==> config.mk <==
export PLATFORM = sky130hd
export DESIGN_NAME = mc_core
export DESIGN_NICKNAME = d
export VERILOG_FILES = /design/src/rtl/mc_pkg.sv /design/src/rtl/mc_mem.sv /design/src/rtl/mc_regfile.sv /design/src/rtl/mc_alu.sv /design/src/rtl/mc_ctrl.sv /design/src/rtl/mc_core.sv
export SDC_FILE = /design/constraint.sdc
export NUM_CORES = 2
export LEC_CHECK = 0
export BUFFER_PORTS_ARGS = -buffer_cell sky130_fd_sc_hd__buf_2
export CORE_MARGIN = 2
export CORE_UTILIZATION = 50
export CTS_CLUSTER_SIZE = 28
export DETAILED_ROUTE_END_ITERATION = 8
export PLACE_DENSITY_LB_ADDON = 0.2
export SLEW_MARGIN = 20
export SYNTH_ARGS = -nofsm -noshare
export SYNTH_HDL_FRONTEND = slang
export SYNTH_MEMORY_MAX_BITS = 65536
export SYNTH_SLANG_ARGS = --single-unit
export TNS_END_PERCENT = 30
==> constraint.sdc <==
create_clock -name clk -period 4.2 [get_ports clk]
set_clock_uncertainty 0.1 [all_clocks]
set_input_delay 0.21 -clock clk [delete_from_list [all_inputs] [get_ports clk]]
set_output_delay 0.21 -clock clk [all_outputs]
set_load 0.03 [all_outputs]
==> src/rtl/mc_pkg.sv <==
package mc_pkg;

    // Architectural sizes (fixed by the instruction format)
    localparam int XLEN   = 16;
    localparam int NREG   = 8;
    localparam int RIDX_W = $clog2(NREG);
    localparam int OPC_W  = 4;
    localparam int NOPC   = 1 << OPC_W;

    // Opcode encodings
    localparam logic [OPC_W-1:0] OPC_ADD = 4'b0001;
    localparam logic [OPC_W-1:0] OPC_AND = 4'b0101;
    localparam logic [OPC_W-1:0] OPC_LDR = 4'b0110;
    localparam logic [OPC_W-1:0] OPC_NOT = 4'b1001;
    localparam logic [OPC_W-1:0] OPC_JMP = 4'b1100;

    // One bit per implemented opcode in the one-hot decode space
    localparam logic [NOPC-1:0] KNOWN_MASK =
        (NOPC'(1) << OPC_ADD) | (NOPC'(1) << OPC_AND) | (NOPC'(1) << OPC_LDR) |
        (NOPC'(1) << OPC_NOT) | (NOPC'(1) << OPC_JMP);

    typedef logic [XLEN-1:0]   word_t;
    typedef logic [RIDX_W-1:0] ridx_t;

    // Controller phases
    typedef enum logic [3:0] {
        PH_FETCH_ADDR,
        PH_FETCH_READ,
        PH_FETCH_DATA,
        PH_FETCH_IR,
        PH_DECODE,
        PH_EVAL_ADDR,
        PH_OPND_READ,
        PH_OPND_DATA,
        PH_OPND_REGS,
        PH_EXECUTE,
        PH_STORE
    } phase_t;

    typedef enum logic [1:0] {
        ALU_ADD,
        ALU_AND,
        ALU_NOT
    } alu_op_t;

    // Instruction fields (several overlap)
    typedef struct packed {
        logic [OPC_W-1:0] opc;
        ridx_t            dst;
        ridx_t            src1;
        logic             imm_sel;
        ridx_t            src2;
        logic [4:0]       imm5;
        logic [5:0]       off6;
    } fields_t;

    // Datapath enables produced by the controller
    typedef struct packed {
        logic ld_mar_pc;
        logic ld_mar_ea;
        logic mem_rd;
        logic ld_mdr;
        logic ld_ir;
        logic pc_inc;
        logic ld_opnd;
        logic ld_temp;
        logic ld_pc_reg;
        logic rf_we;
        logic wb_mdr;
    } ctl_t;

    function automatic fields_t split_instr(word_t w);
        fields_t f;
        f.opc     = w[15:12];
        f.dst     = w[11:9];
        f.src1    = w[8:6];
        f.imm_sel = w[5];
        f.src2    = w[2:0];
        f.imm5    = w[4:0];
        f.off6    = w[5:0];
        return f;
    endfunction

    function automatic word_t sext5(logic [4:0] v);
        return {{(XLEN-5){v[4]}}, v};
    endfunction

    function automatic word_t sext6(logic [5:0] v);
        return {{(XLEN-6){v[5]}}, v};
    endfunction

    function automatic alu_op_t alu_sel(logic [OPC_W-1:0] opc);
        case (opc)
            OPC_AND: return ALU_AND;
            OPC_NOT: return ALU_NOT;
            default: return ALU_ADD;
        endcase
    endfunction

endpackage

==> src/rtl/mc_mem.sv <==
module mc_mem #(
    parameter int AW = 8,
    parameter int DW = 16
) (
    input  logic          clk,
    input  logic          ld_en,
    input  logic [AW-1:0] ld_addr,
    input  logic [DW-1:0] ld_data,
    input  logic          rd_en,
    input  logic [AW-1:0] rd_addr,
    output logic [DW-1:0] rd_q
);
    localparam int DEPTH = 1 << AW;

    logic [DW-1:0] cells [DEPTH];

    // Synchronous read: data is valid the cycle after rd_en
    always_ff @(posedge clk) begin
        if (ld_en) cells[ld_addr] <= ld_data;
        if (rd_en) rd_q <= cells[rd_addr];
    end

endmodule

==> src/rtl/mc_regfile.sv <==
module mc_regfile
    import mc_pkg::*;
(
    input  logic  clk,
    input  logic  rst,
    input  logic  we,
    input  ridx_t waddr,
    input  word_t wdata,
    input  ridx_t ra,
    output word_t rdata_a,
    input  ridx_t rb,
    output word_t rdata_b,
    input  ridx_t dsel,
    output word_t ddata
);
    word_t regs [NREG];

    always_ff @(posedge clk) begin
        if (rst) begin
            for (int i = 0; i < NREG; i++) regs[i] <= '0;
        end else if (we) begin
            regs[waddr] <= wdata;
        end
    end

    assign rdata_a = regs[ra];
    assign rdata_b = regs[rb];
    assign ddata   = regs[dsel];

    AST_WRITE_LANDS: assert property (@(posedge clk) disable iff (rst)
        we |=> regs[$past(waddr)] == $past(wdata));

endmodule

==> src/rtl/mc_alu.sv <==
module mc_alu
    import mc_pkg::*;
(
    input  alu_op_t op,
    input  word_t   a,
    input  word_t   b,
    output word_t   y
);
    always_comb begin
        case (op)
            ALU_AND: y = a & b;
            ALU_NOT: y = ~a;
            default: y = a + b;
        endcase
    end

endmodule

==> src/rtl/mc_ctrl.sv <==
module mc_ctrl
    import mc_pkg::*;
(
    input  logic             clk,
    input  logic             rst,
    input  logic [OPC_W-1:0] opc,
    output phase_t           phase,
    output ctl_t             ctl,
    output logic [NOPC-1:0]  dec_hot,
    output logic             retire
);
    phase_t nxt;
    logic   is_alu, is_ldr, is_jmp, is_unknown;

    // 4-to-16 one-hot opcode decoder
    for (genvar g = 0; g < NOPC; g++) begin : g_dec
        assign dec_hot[g] = (opc == OPC_W'(g));
    end

    assign is_alu     = dec_hot[OPC_ADD] | dec_hot[OPC_AND] | dec_hot[OPC_NOT];
    assign is_ldr     = dec_hot[OPC_LDR];
    assign is_jmp     = dec_hot[OPC_JMP];
    assign is_unknown = ~|(dec_hot & KNOWN_MASK);

    always_comb begin
        nxt = phase;
        case (phase)
            PH_FETCH_ADDR: nxt = PH_FETCH_READ;
            PH_FETCH_READ: nxt = PH_FETCH_DATA;
            PH_FETCH_DATA: nxt = PH_FETCH_IR;
            PH_FETCH_IR:   nxt = PH_DECODE;
            PH_DECODE: begin
                if (is_alu)      nxt = PH_OPND_REGS;
                else if (is_ldr) nxt = PH_EVAL_ADDR;
                else if (is_jmp) nxt = PH_EXECUTE;
                else             nxt = PH_FETCH_ADDR;
            end
            PH_EVAL_ADDR:  nxt = PH_OPND_READ;
            PH_OPND_READ:  nxt = PH_OPND_DATA;
            PH_OPND_DATA:  nxt = PH_STORE;
            PH_OPND_REGS:  nxt = PH_EXECUTE;
            PH_EXECUTE:    nxt = is_jmp ? PH_FETCH_ADDR : PH_STORE;
            PH_STORE:      nxt = PH_FETCH_ADDR;
            default:       nxt = PH_FETCH_ADDR;
        endcase
    end

    always_ff @(posedge clk) begin
        if (rst) phase <= PH_FETCH_ADDR;
        else     phase <= nxt;
    end

    always_comb begin
        ctl = '0;
        case (phase)
            PH_FETCH_ADDR: ctl.ld_mar_pc = 1'b1;
            PH_FETCH_READ: ctl.mem_rd    = 1'b1;
            PH_FETCH_DATA: ctl.ld_mdr    = 1'b1;
            PH_FETCH_IR: begin
                ctl.ld_ir  = 1'b1;
                ctl.pc_inc = 1'b1;
            end
            PH_EVAL_ADDR:  ctl.ld_mar_ea = 1'b1;
            PH_OPND_READ:  ctl.mem_rd    = 1'b1;
            PH_OPND_DATA:  ctl.ld_mdr    = 1'b1;
            PH_OPND_REGS:  ctl.ld_opnd   = 1'b1;
            PH_EXECUTE: begin
                ctl.ld_temp   = ~is_jmp;
                ctl.ld_pc_reg = is_jmp;
            end
            PH_STORE: begin
                ctl.rf_we  = 1'b1;
                ctl.wb_mdr = is_ldr;
            end
            default: ;
        endcase
    end

    // Last cycle of every instruction: the phase that hands back to fetch
    assign retire = (phase == PH_STORE) ||
                    (phase == PH_EXECUTE && is_jmp) ||
                    (phase == PH_DECODE && is_unknown);

    AST_RETIRE_ONE_CYCLE: assert property (@(posedge clk) disable iff (rst)
        retire |=> !retire);

    AST_UNKNOWN_REFETCH: assert property (@(posedge clk) disable iff (rst)
        (phase == PH_DECODE && is_unknown) |=> phase == PH_FETCH_ADDR);

endmodule

==> src/rtl/mc_core.sv <==
module mc_core
    import mc_pkg::*;
#(
    parameter int ADDR_W = 8
) (
    input  logic              clk,
    input  logic              rst,
    input  logic              load_en,
    input  logic [ADDR_W-1:0] load_addr,
    input  logic [XLEN-1:0]   load_data,
    input  logic [RIDX_W-1:0] dbg_sel,
    output logic [XLEN-1:0]   dbg_data,
    output logic [XLEN-1:0]   pc_o,
    output logic              retire_o
);
    // Architectural and staging registers
    word_t             pc_q, ir_q, mdr_q, opa_q, opb_q, temp_q;
    logic [ADDR_W-1:0] mar_q;

    fields_t          f;
    phase_t           phase;
    ctl_t             ctl;
    logic [NOPC-1:0]  dec_hot;
    logic             retire;
    word_t            mem_q, rd_a, rd_b, alu_y, wb_data;

    assign f = split_instr(ir_q);

    mc_ctrl u_ctrl (
        .clk     (clk),
        .rst     (rst),
        .opc     (f.opc),
        .phase   (phase),
        .ctl     (ctl),
        .dec_hot (dec_hot),
        .retire  (retire)
    );

    mc_mem #(.AW(ADDR_W), .DW(XLEN)) u_mem (
        .clk     (clk),
        .ld_en   (load_en),
        .ld_addr (load_addr),
        .ld_data (load_data),
        .rd_en   (ctl.mem_rd),
        .rd_addr (mar_q),
        .rd_q    (mem_q)
    );

    assign wb_data = ctl.wb_mdr ? mdr_q : temp_q;

    mc_regfile u_rf (
        .clk     (clk),
        .rst     (rst),
        .we      (ctl.rf_we),
        .waddr   (f.dst),
        .wdata   (wb_data),
        .ra      (f.src1),
        .rdata_a (rd_a),
        .rb      (f.src2),
        .rdata_b (rd_b),
        .dsel    (dbg_sel),
        .ddata   (dbg_data)
    );

    mc_alu u_alu (
        .op (alu_sel(f.opc)),
        .a  (opa_q),
        .b  (opb_q),
        .y  (alu_y)
    );

    always_ff @(posedge clk) begin
        if (rst) begin
            pc_q   <= '0;
            ir_q   <= '0;
            mar_q  <= '0;
            mdr_q  <= '0;
            opa_q  <= '0;
            opb_q  <= '0;
            temp_q <= '0;
        end else begin
            if (ctl.ld_mar_pc)      mar_q <= pc_q[ADDR_W-1:0];
            else if (ctl.ld_mar_ea) mar_q <= ADDR_W'(rd_a + sext6(f.off6));
            if (ctl.ld_mdr)         mdr_q <= mem_q;
            if (ctl.ld_ir)          ir_q  <= mdr_q;
            if (ctl.pc_inc)         pc_q  <= pc_q + 16'd1;
            else if (ctl.ld_pc_reg) pc_q  <= rd_a;
            if (ctl.ld_opnd) begin
                opa_q <= rd_a;
                opb_q <= f.imm_sel ? sext5(f.imm5) : rd_b;
            end
            if (ctl.ld_temp)        temp_q <= alu_y;
        end
    end

    assign pc_o     = pc_q;
    assign retire_o = retire;

    AST_PC_STEP: assert property (@(posedge clk) disable iff (rst)
        (phase == PH_FETCH_IR) |=> pc_q == $past(pc_q) + 16'd1);

    AST_IR_HOLD: assert property (@(posedge clk) disable iff (rst)
        (phase != PH_FETCH_IR) |=> $stable(ir_q));

    AST_JMP_TARGET: assert property (@(posedge clk) disable iff (rst)
        (phase == PH_EXECUTE && f.opc == OPC_JMP) |=> pc_q == $past(rd_a));

    AST_NOP_PC_HOLD: assert property (@(posedge clk) disable iff (rst)
        (phase == PH_DECODE && ~|(dec_hot & KNOWN_MASK)) |=> $stable(pc_q));

endmodule

Word level (Yosys, flattened, before mapping)
Memories as Yosys holds them, arrays and structs flattened. A register that Yosys moved wholly into a read port is not among the register bits.
Cells that the tools add are included.
{"block": "word_totals", "memories": 2, "in_bits": 30, "output_inout_bits": 33, "mem_bits_rw": 4224, "elab_cells": 82, "regBits": 108}
{"block": "classes", "n_eq_ne": 17, "n_reduce_logical": 12, "addsub": 3, "n_mux": 35, "bitwise_logic": 5}
{"memory": "u_mem.cells", "words": 256, "word_bits": 16, "read_ports": 1, "rd_clocked_by_memory_dff": 1, "wr": 1, "line_no": "mc_mem.sv:15", "text": "logic [DW-1:0] cells [DEPTH];"}
{"memory": "u_rf.regs", "words": 8, "word_bits": 16, "read_ports": 3, "rd_clocked_by_memory_dff": 2, "wr": 8, "line_no": "mc_regfile.sv:16", "text": "word_t regs [NREG];"}
{"op": "two-way mux 16 bit", "count": 5}
{"op": "case mux 4 bit (10 select lines)", "count": 1}
{"op": "case mux 16 bit (2 select lines)", "count": 1}
{"op": "equality test 4 x 3 -> 1 bit (second input constant)", "count": 6}
{"op": "equality test 4 bit (second input constant)", "count": 5}
{"op": "adder 16 x 1 -> 16 bit (second input constant)", "count": 1}
{"op": "adder 16 bit", "count": 1}
{"op": "AND 16 bit", "count": 1}
{"op": "two-way mux 4 bit", "count": 4}
{"op": "two-way mux 8 bit", "count": 2}
{"op": "inverter 16 bit", "count": 1}
{"op": "OR reduction 16 bit", "count": 1}
{"op": "two-way mux 3 bit", "count": 5}
{"op": "two-way mux 1 bit", "count": 13}
{"op": "adder 8 bit", "count": 1}
{"op": "equality test 4 x 1 -> 1 bit (second input constant)", "count": 2}
{"op": "equality test 4 x 2 -> 1 bit (second input constant)", "count": 2}
{"op": "two-way mux 2 bit", "count": 3}
{"op": "OR reduction 5 bit", "count": 1}
{"op": "zero test 4 bit", "count": 1}
{"op": "case mux 2 bit (2 select lines)", "count": 1}
{"op": "nonzero test 2 bit", "count": 2}
{"op": "OR reduction 2 bit", "count": 2}
{"op": "equality test 2 x 1 -> 1 bit (second input constant)", "count": 1}
{"op": "other kinds (6)", "count": 9}

Longest topological paths before layout
{"block": "logic_depth", "ltp_word": 7, "ltp_mapped": 14, "ltp_nobuf": 12}

By module
From an unflattened synthesis, not the netlist that was laid out.
{"block": "hier_totals", "cells_unflattened": 8597, "area_unflattened_um2": 173217.4}
{"mod": "mc_mem", "area_per_inst_um2": 158874.9, "seq_area_each_um2": 123478.4, "cells_per_inst": 7360, "n_inst": 1}
{"mod": "mc_regfile", "area_per_inst_um2": 8018.9, "seq_area_each_um2": 3843.7, "cells_per_inst": 487, "n_inst": 1}
{"mod": "mc_core", "area_per_inst_um2": 4675.7, "seq_area_each_um2": 2082.0, "cells_per_inst": 493, "n_inst": 1}
{"mod": "mc_alu", "area_per_inst_um2": 1148.6, "seq_area_each_um2": 0.0, "cells_per_inst": 177, "n_inst": 1}
{"mod": "mc_ctrl", "area_per_inst_um2": 499.2, "seq_area_each_um2": 80.1, "cells_per_inst": 80, "n_inst": 1}

Worst setup path before layout
OpenSTA, ideal clock, no wires.
{"block": "synth_path", "path_kind": "register to register", "start": "register with a tool-made name", "end": "register mar_q[7]", "n_path_buf": 2, "setup_slack_ns": 1.075, "path_stages_with_launch": 14, "setup_time_ns": 0.138, "t_required_ns": 3.962, "synth_period_minus_slack_ns": 3.125, "arrival_ns": 2.888, "cell_sequence": "dfxtp_1 clkbuf_1 buf_2 mux4_2 mux2i_1 inv_1 ha_1 a21o_1 a21oi_1 o21ai_0 a21oi_1 o21ai_0 nand2_1 o221ai_1"}
{"item": "end signal, assigned", "line_no": "mc_core.sv:82", "text": "if (ctl.ld_mar_pc) mar_q <= pc_q[ADDR_W-1:0];"}
{"item": "end signal, assigned", "line_no": "mc_core.sv:83", "text": "else if (ctl.ld_mar_ea) mar_q <= ADDR_W'(rd_a + sext6(f.off6));"}
{"item": "end, declared", "line_no": "mc_core.sv:18", "text": "logic [ADDR_W-1:0] mar_q;"}

==> flow_results.org <==
** CTS
- Clock insertion delay at the later pin of the skew report :: between 0.9 and 1 ns
- The H-tree generated during clock tree synthesis spans 5 levels.
- Post-CTS setup buffer count :: 0
- The number of clock buffers added by TritonCTS is 435.
- Number of sinks on the clock net :: around 4.4k
- Clock root cell :: sky130_fd_sc_hd__clkbuf_16
- TritonCTS built the clock tree.
- Clock-pin slew was measured on the worst setup and hold paths at about 0.060 ns.
- The longest clock path from root to sink contains 4 buffers.

** STA
- RSZ-0062 raised after global routing :: no
- Setup-failing EPs final :: 1
- The count of endpoints failing hold in the final timing report was 0.
- Measured against its own limit, the worst slew margin works out to roughly 16%.
- Based on the critical path, the design can be clocked at up to approximately 240 MHz.
- Setup slack on the critical path of the routed design comes to -0.0198 ns.
- Total count of max-transition violations in the final report :: 0
- Worst hold margin :: roughly 0.12 ns
- Final min period :: approximately 4.2 ns
- At the pin with the least slew margin, the transition time is ~1.3 ns.
- Final period utilization :: 100%

** Yosys
- The synthesized netlist occupies a cell area of ~170000 um^2.
- Synthesized netlist cell count :: a little under 8k
- Dividing the synthesized area by the synthesized cell count gives around 22 um^2.
- Synth async-reset ratio :: 0%
- The most used flip-flop cell after synthesis is sky130_fd_sc_hd__edfxtp_1.
- Yosys reg bits :: between 4k and 5k
- In this run the biggest area consumer among cell types represents around 75% of the synthesized area.
- Summed over all instances, the cell type with the most area after synthesis is sky130_fd_sc_hd__edfxtp_1.
- The netlist uses 61 different library cells.
- The commonest cells after synthesis are 4240 x sky130_fd_sc_hd__edfxtp_1, 1235 x sky130_fd_sc_hd__mux4_2, 508 x sky130_fd_sc_hd__nor2_1, 336 x sky130_fd_sc_hd__mux2i_1, 195 x sky130_fd_sc_hd__clkbuf_1.
- In this run, synthesis inferred 4240 flip-flops with an integrated enable.
- The number of nets handed over by synthesis was a little under 8k.
- Yosys instantiated no cell more often than sky130_fd_sc_hd__edfxtp_1.
- Seq/Total Area, Yosys :: 75.9%
- Sorting the synthesized cells by area gives the leading types as sky130_fd_sc_hd__edfxtp_1 75%, sky130_fd_sc_hd__mux4_2 16%, sky130_fd_sc_hd__mux2i_1 2.0%.
- Yosys warnings :: 0

** Run status
- Failing checks :: negative setup slack
- The run finished, with violations left.

** Routing
- The pre-antenna-repair detailed-routing pass consisted of 6 iterations.
- Total number of vias :: approximately 86k
- Number of design-rule violations left by the first detailed-router iteration :: between 10k and 15k
- Post-detailed-routing wire length :: 462 mm
- Number of nets still failing antenna checks after routing :: 0
- Dividing the detail-routed via count by the number of cells gives 6.40.
- DR DRC count :: 0
- After detailed routing, the average wire length per cell comes to around 34 um.

** Power and ir drop
- Pleak :: 59.0 nW
- Overall power of the completed layout :: around 90 mW
- Dividing total power by cell area gives a power density of 458 nW/um^2.
- VDD sags by at most 0.000373 V.

** Die
- Ports :: 63
- Die extent in y :: between 500 and 600 um
- The die covers approximately 350000 um^2.
- After floorplanning, the core was divided into approximately 210 placement rows.
- For this configuration, the core starts out at a cell density of around 50%.
- The core region is 340000 um^2.
- DIE WIDTH :: just under 600 um

** Placed design
- Global placement routability congestion :: between 0.8 and 0.9
- Once placement completed, the tool counted placed cells totaling approximately 13k.
- Detailed placement finished with a half-perimeter wire length of between 200 and 300 mm.
- Input and output buffers added on the ports amount to 62.

** Layout
- Relative to the synthesized area, the layout overhead comes to 14.0%.
- Number of fillers in the final layout :: between 20k and 25k
- The finished layout holds between 10k and 15k standard cells, fillers aside.
- In the final design database the tool counted 8549 nets.
- The post-route netlist has 30.0% of its cells at a drive strength greater than 1.

** Worst setup path
- STA classifies the critical path endpoint as a flip-flop.
- At the worst endpoint, the arrival time is ~4.9 ns.
- CP Class :: flip-flop to flip-flop
- Along the worst path, the maximum fanout reaches 21.
- The worst setup path is launched from a flip-flop.
- For the worst setup path, the data required time is between 4 and 5 ns.

** Job
- Across the run, the number of max-cap violations was 0.

** Global routing
- Across every metal layer, demand over resource in global routing totals between 20% and 30%.
- Pin count of the biggest net entering global routing :: 147
- Global routing finished with a remaining overflow of 0.
- Wire length of the first global-routing pass :: between 600 and 700 mm
- Vias in the first global route :: 84.7k
- Number of antenna violations at the first check in global routing :: 27

** Min path
- Worst min path class :: input port to flip-flop
[flip-flops by register name, indices dropped and copies added (netlist names), named ones only]
register	flops
u_mem.cells	4096
mdr_q	16
opb_q	16
temp_q	16
mar_q	8
u_rf.regs	128
opa_q	16
ir_q	16
u_ctrl.phase	4
pc_o	16
u_mem.rd_q	16
[through the flow]
step	utilization, %	instance area, um^2	worst slack [ns]	TNS [ns]
after floorplan	-	171000	1.07	0
after global placement	53.0	180000	-0.387	-0.655
after detailed placement	53.1	180000	-0.238	-0.238
after CTS	57.3	195000	0.0107	0
after global routing	57.3	195000	0.0194	0
final	57.3	195000	-0.0198	-0.0198
[cell usage in the layout (no fill, tap or decap), types with 29 or more instances in the layout]
cell type	instances
sky130_fd_sc_hd__inv_1	31
sky130_fd_sc_hd__buf_2	46
sky130_fd_sc_hd__buf_4	577
sky130_fd_sc_hd__clkinv_1	101
sky130_fd_sc_hd__o21ai_0	29
sky130_fd_sc_hd__nand2_1	163
sky130_fd_sc_hd__bufinv_16	45
sky130_fd_sc_hd__nand4_1	48
sky130_fd_sc_hd__clkbuf_16	442
sky130_fd_sc_hd__clkinv_2	74
sky130_fd_sc_hd__buf_12	63
sky130_fd_sc_hd__a21oi_1	87
sky130_fd_sc_hd__dfxtp_1	105
sky130_fd_sc_hd__nor2_1	468
sky130_fd_sc_hd__clkbuf_1	89
sky130_fd_sc_hd__nand3_1	48
sky130_fd_sc_hd__mux4_2	1235
sky130_fd_sc_hd__o22ai_1	47
sky130_fd_sc_hd__edfxtp_1	4240
sky130_fd_sc_hd__nor2_2	40
sky130_fd_sc_hd__mux2_2	33
sky130_fd_sc_hd__a22oi_1	131
sky130_fd_sc_hd__mux2i_1	336
[logic make-up after synthesis]
group | synth area share, %
xor gates and xnor gates | 0.0923
adders and majority gates | 0.214
DFF | 75.9
AOI/OAI and AO/OA | 1.64
muxes | 18.5
buffers and inverters | 1.47
and+or+nand+nor | 2.18
[area by class of cell]
cell class	count	area, um^2	area share (%)
timing repair buffer	725	6310	3.24
clock buffer	532	11400	5.86
antenna	14	35.0	0.0180
multi-input combinational	2942	38800	19.9
clock inverter	267	2680	1.37
tap	4536	5680	2.92
sequential	4354	130000	66.6
inverter	33	124	0.0636
[where the power goes]
part / internal [mW] / switching [mW]
sequential: 47.8 / 0.126
clock: 22.1 / 16.4
combinational: 0.931 / 1.76
total: 70.8 / 18.3
[worst paths after layout]
path	start	to	slack, ns	depth (start not counted)
worst max-delay path	mar_q[0]$_SDFFE_PP0P_	u_mem.rd_q[3]$_DFFE_PP_	-0.02	11
worst min-delay path	load_addr[2]	u_mem.cells[110][5]$_DFFE_PP_	0.12	4
worst max register to register	mar_q[0]$_SDFFE_PP0P_	u_mem.rd_q[3]$_DFFE_PP_	-0.02	11
worst min register to register	ir_q[6]$_SDFFE_PP0N_	flip-flop	0.36	2
[metal layers]
layer,vias to the layer above,GRT usage [%],routed length [um]
met5,-,0,63
met1,46111,38.7,185000
met2,4636,41.2,217000
met4,12,7.30,14500
met3,702,5.14,45800
li1,34290,-,-
[what timing repair did]
item / CTS / global route
hold endpoints to repair: 2146 / 0
resized for setup: 2 / 2
endpoints found under the setup margin: 2 / 2
hold buffers: 21 / 0
pin swaps: 0 / 0
[worst max-delay path: stages, from the launching register on]
cell	delay (ns)
sky130_fd_sc_hd__dfxtp_4	0.46
sky130_fd_sc_hd__buf_12	0.24
sky130_fd_sc_hd__buf_12	0.25
sky130_fd_sc_hd__buf_4	0.26
sky130_fd_sc_hd__mux4_2	0.25
sky130_fd_sc_hd__mux2i_1	0.16
sky130_fd_sc_hd__a22oi_1	0.46
sky130_fd_sc_hd__nand4_1	0.42
sky130_fd_sc_hd__buf_4	0.27
sky130_fd_sc_hd__nor4_1	0.66
sky130_fd_sc_hd__buf_4	0.25
sky130_fd_sc_hd__a21boi_0	0.18
(Power assumes the default switching activity.)
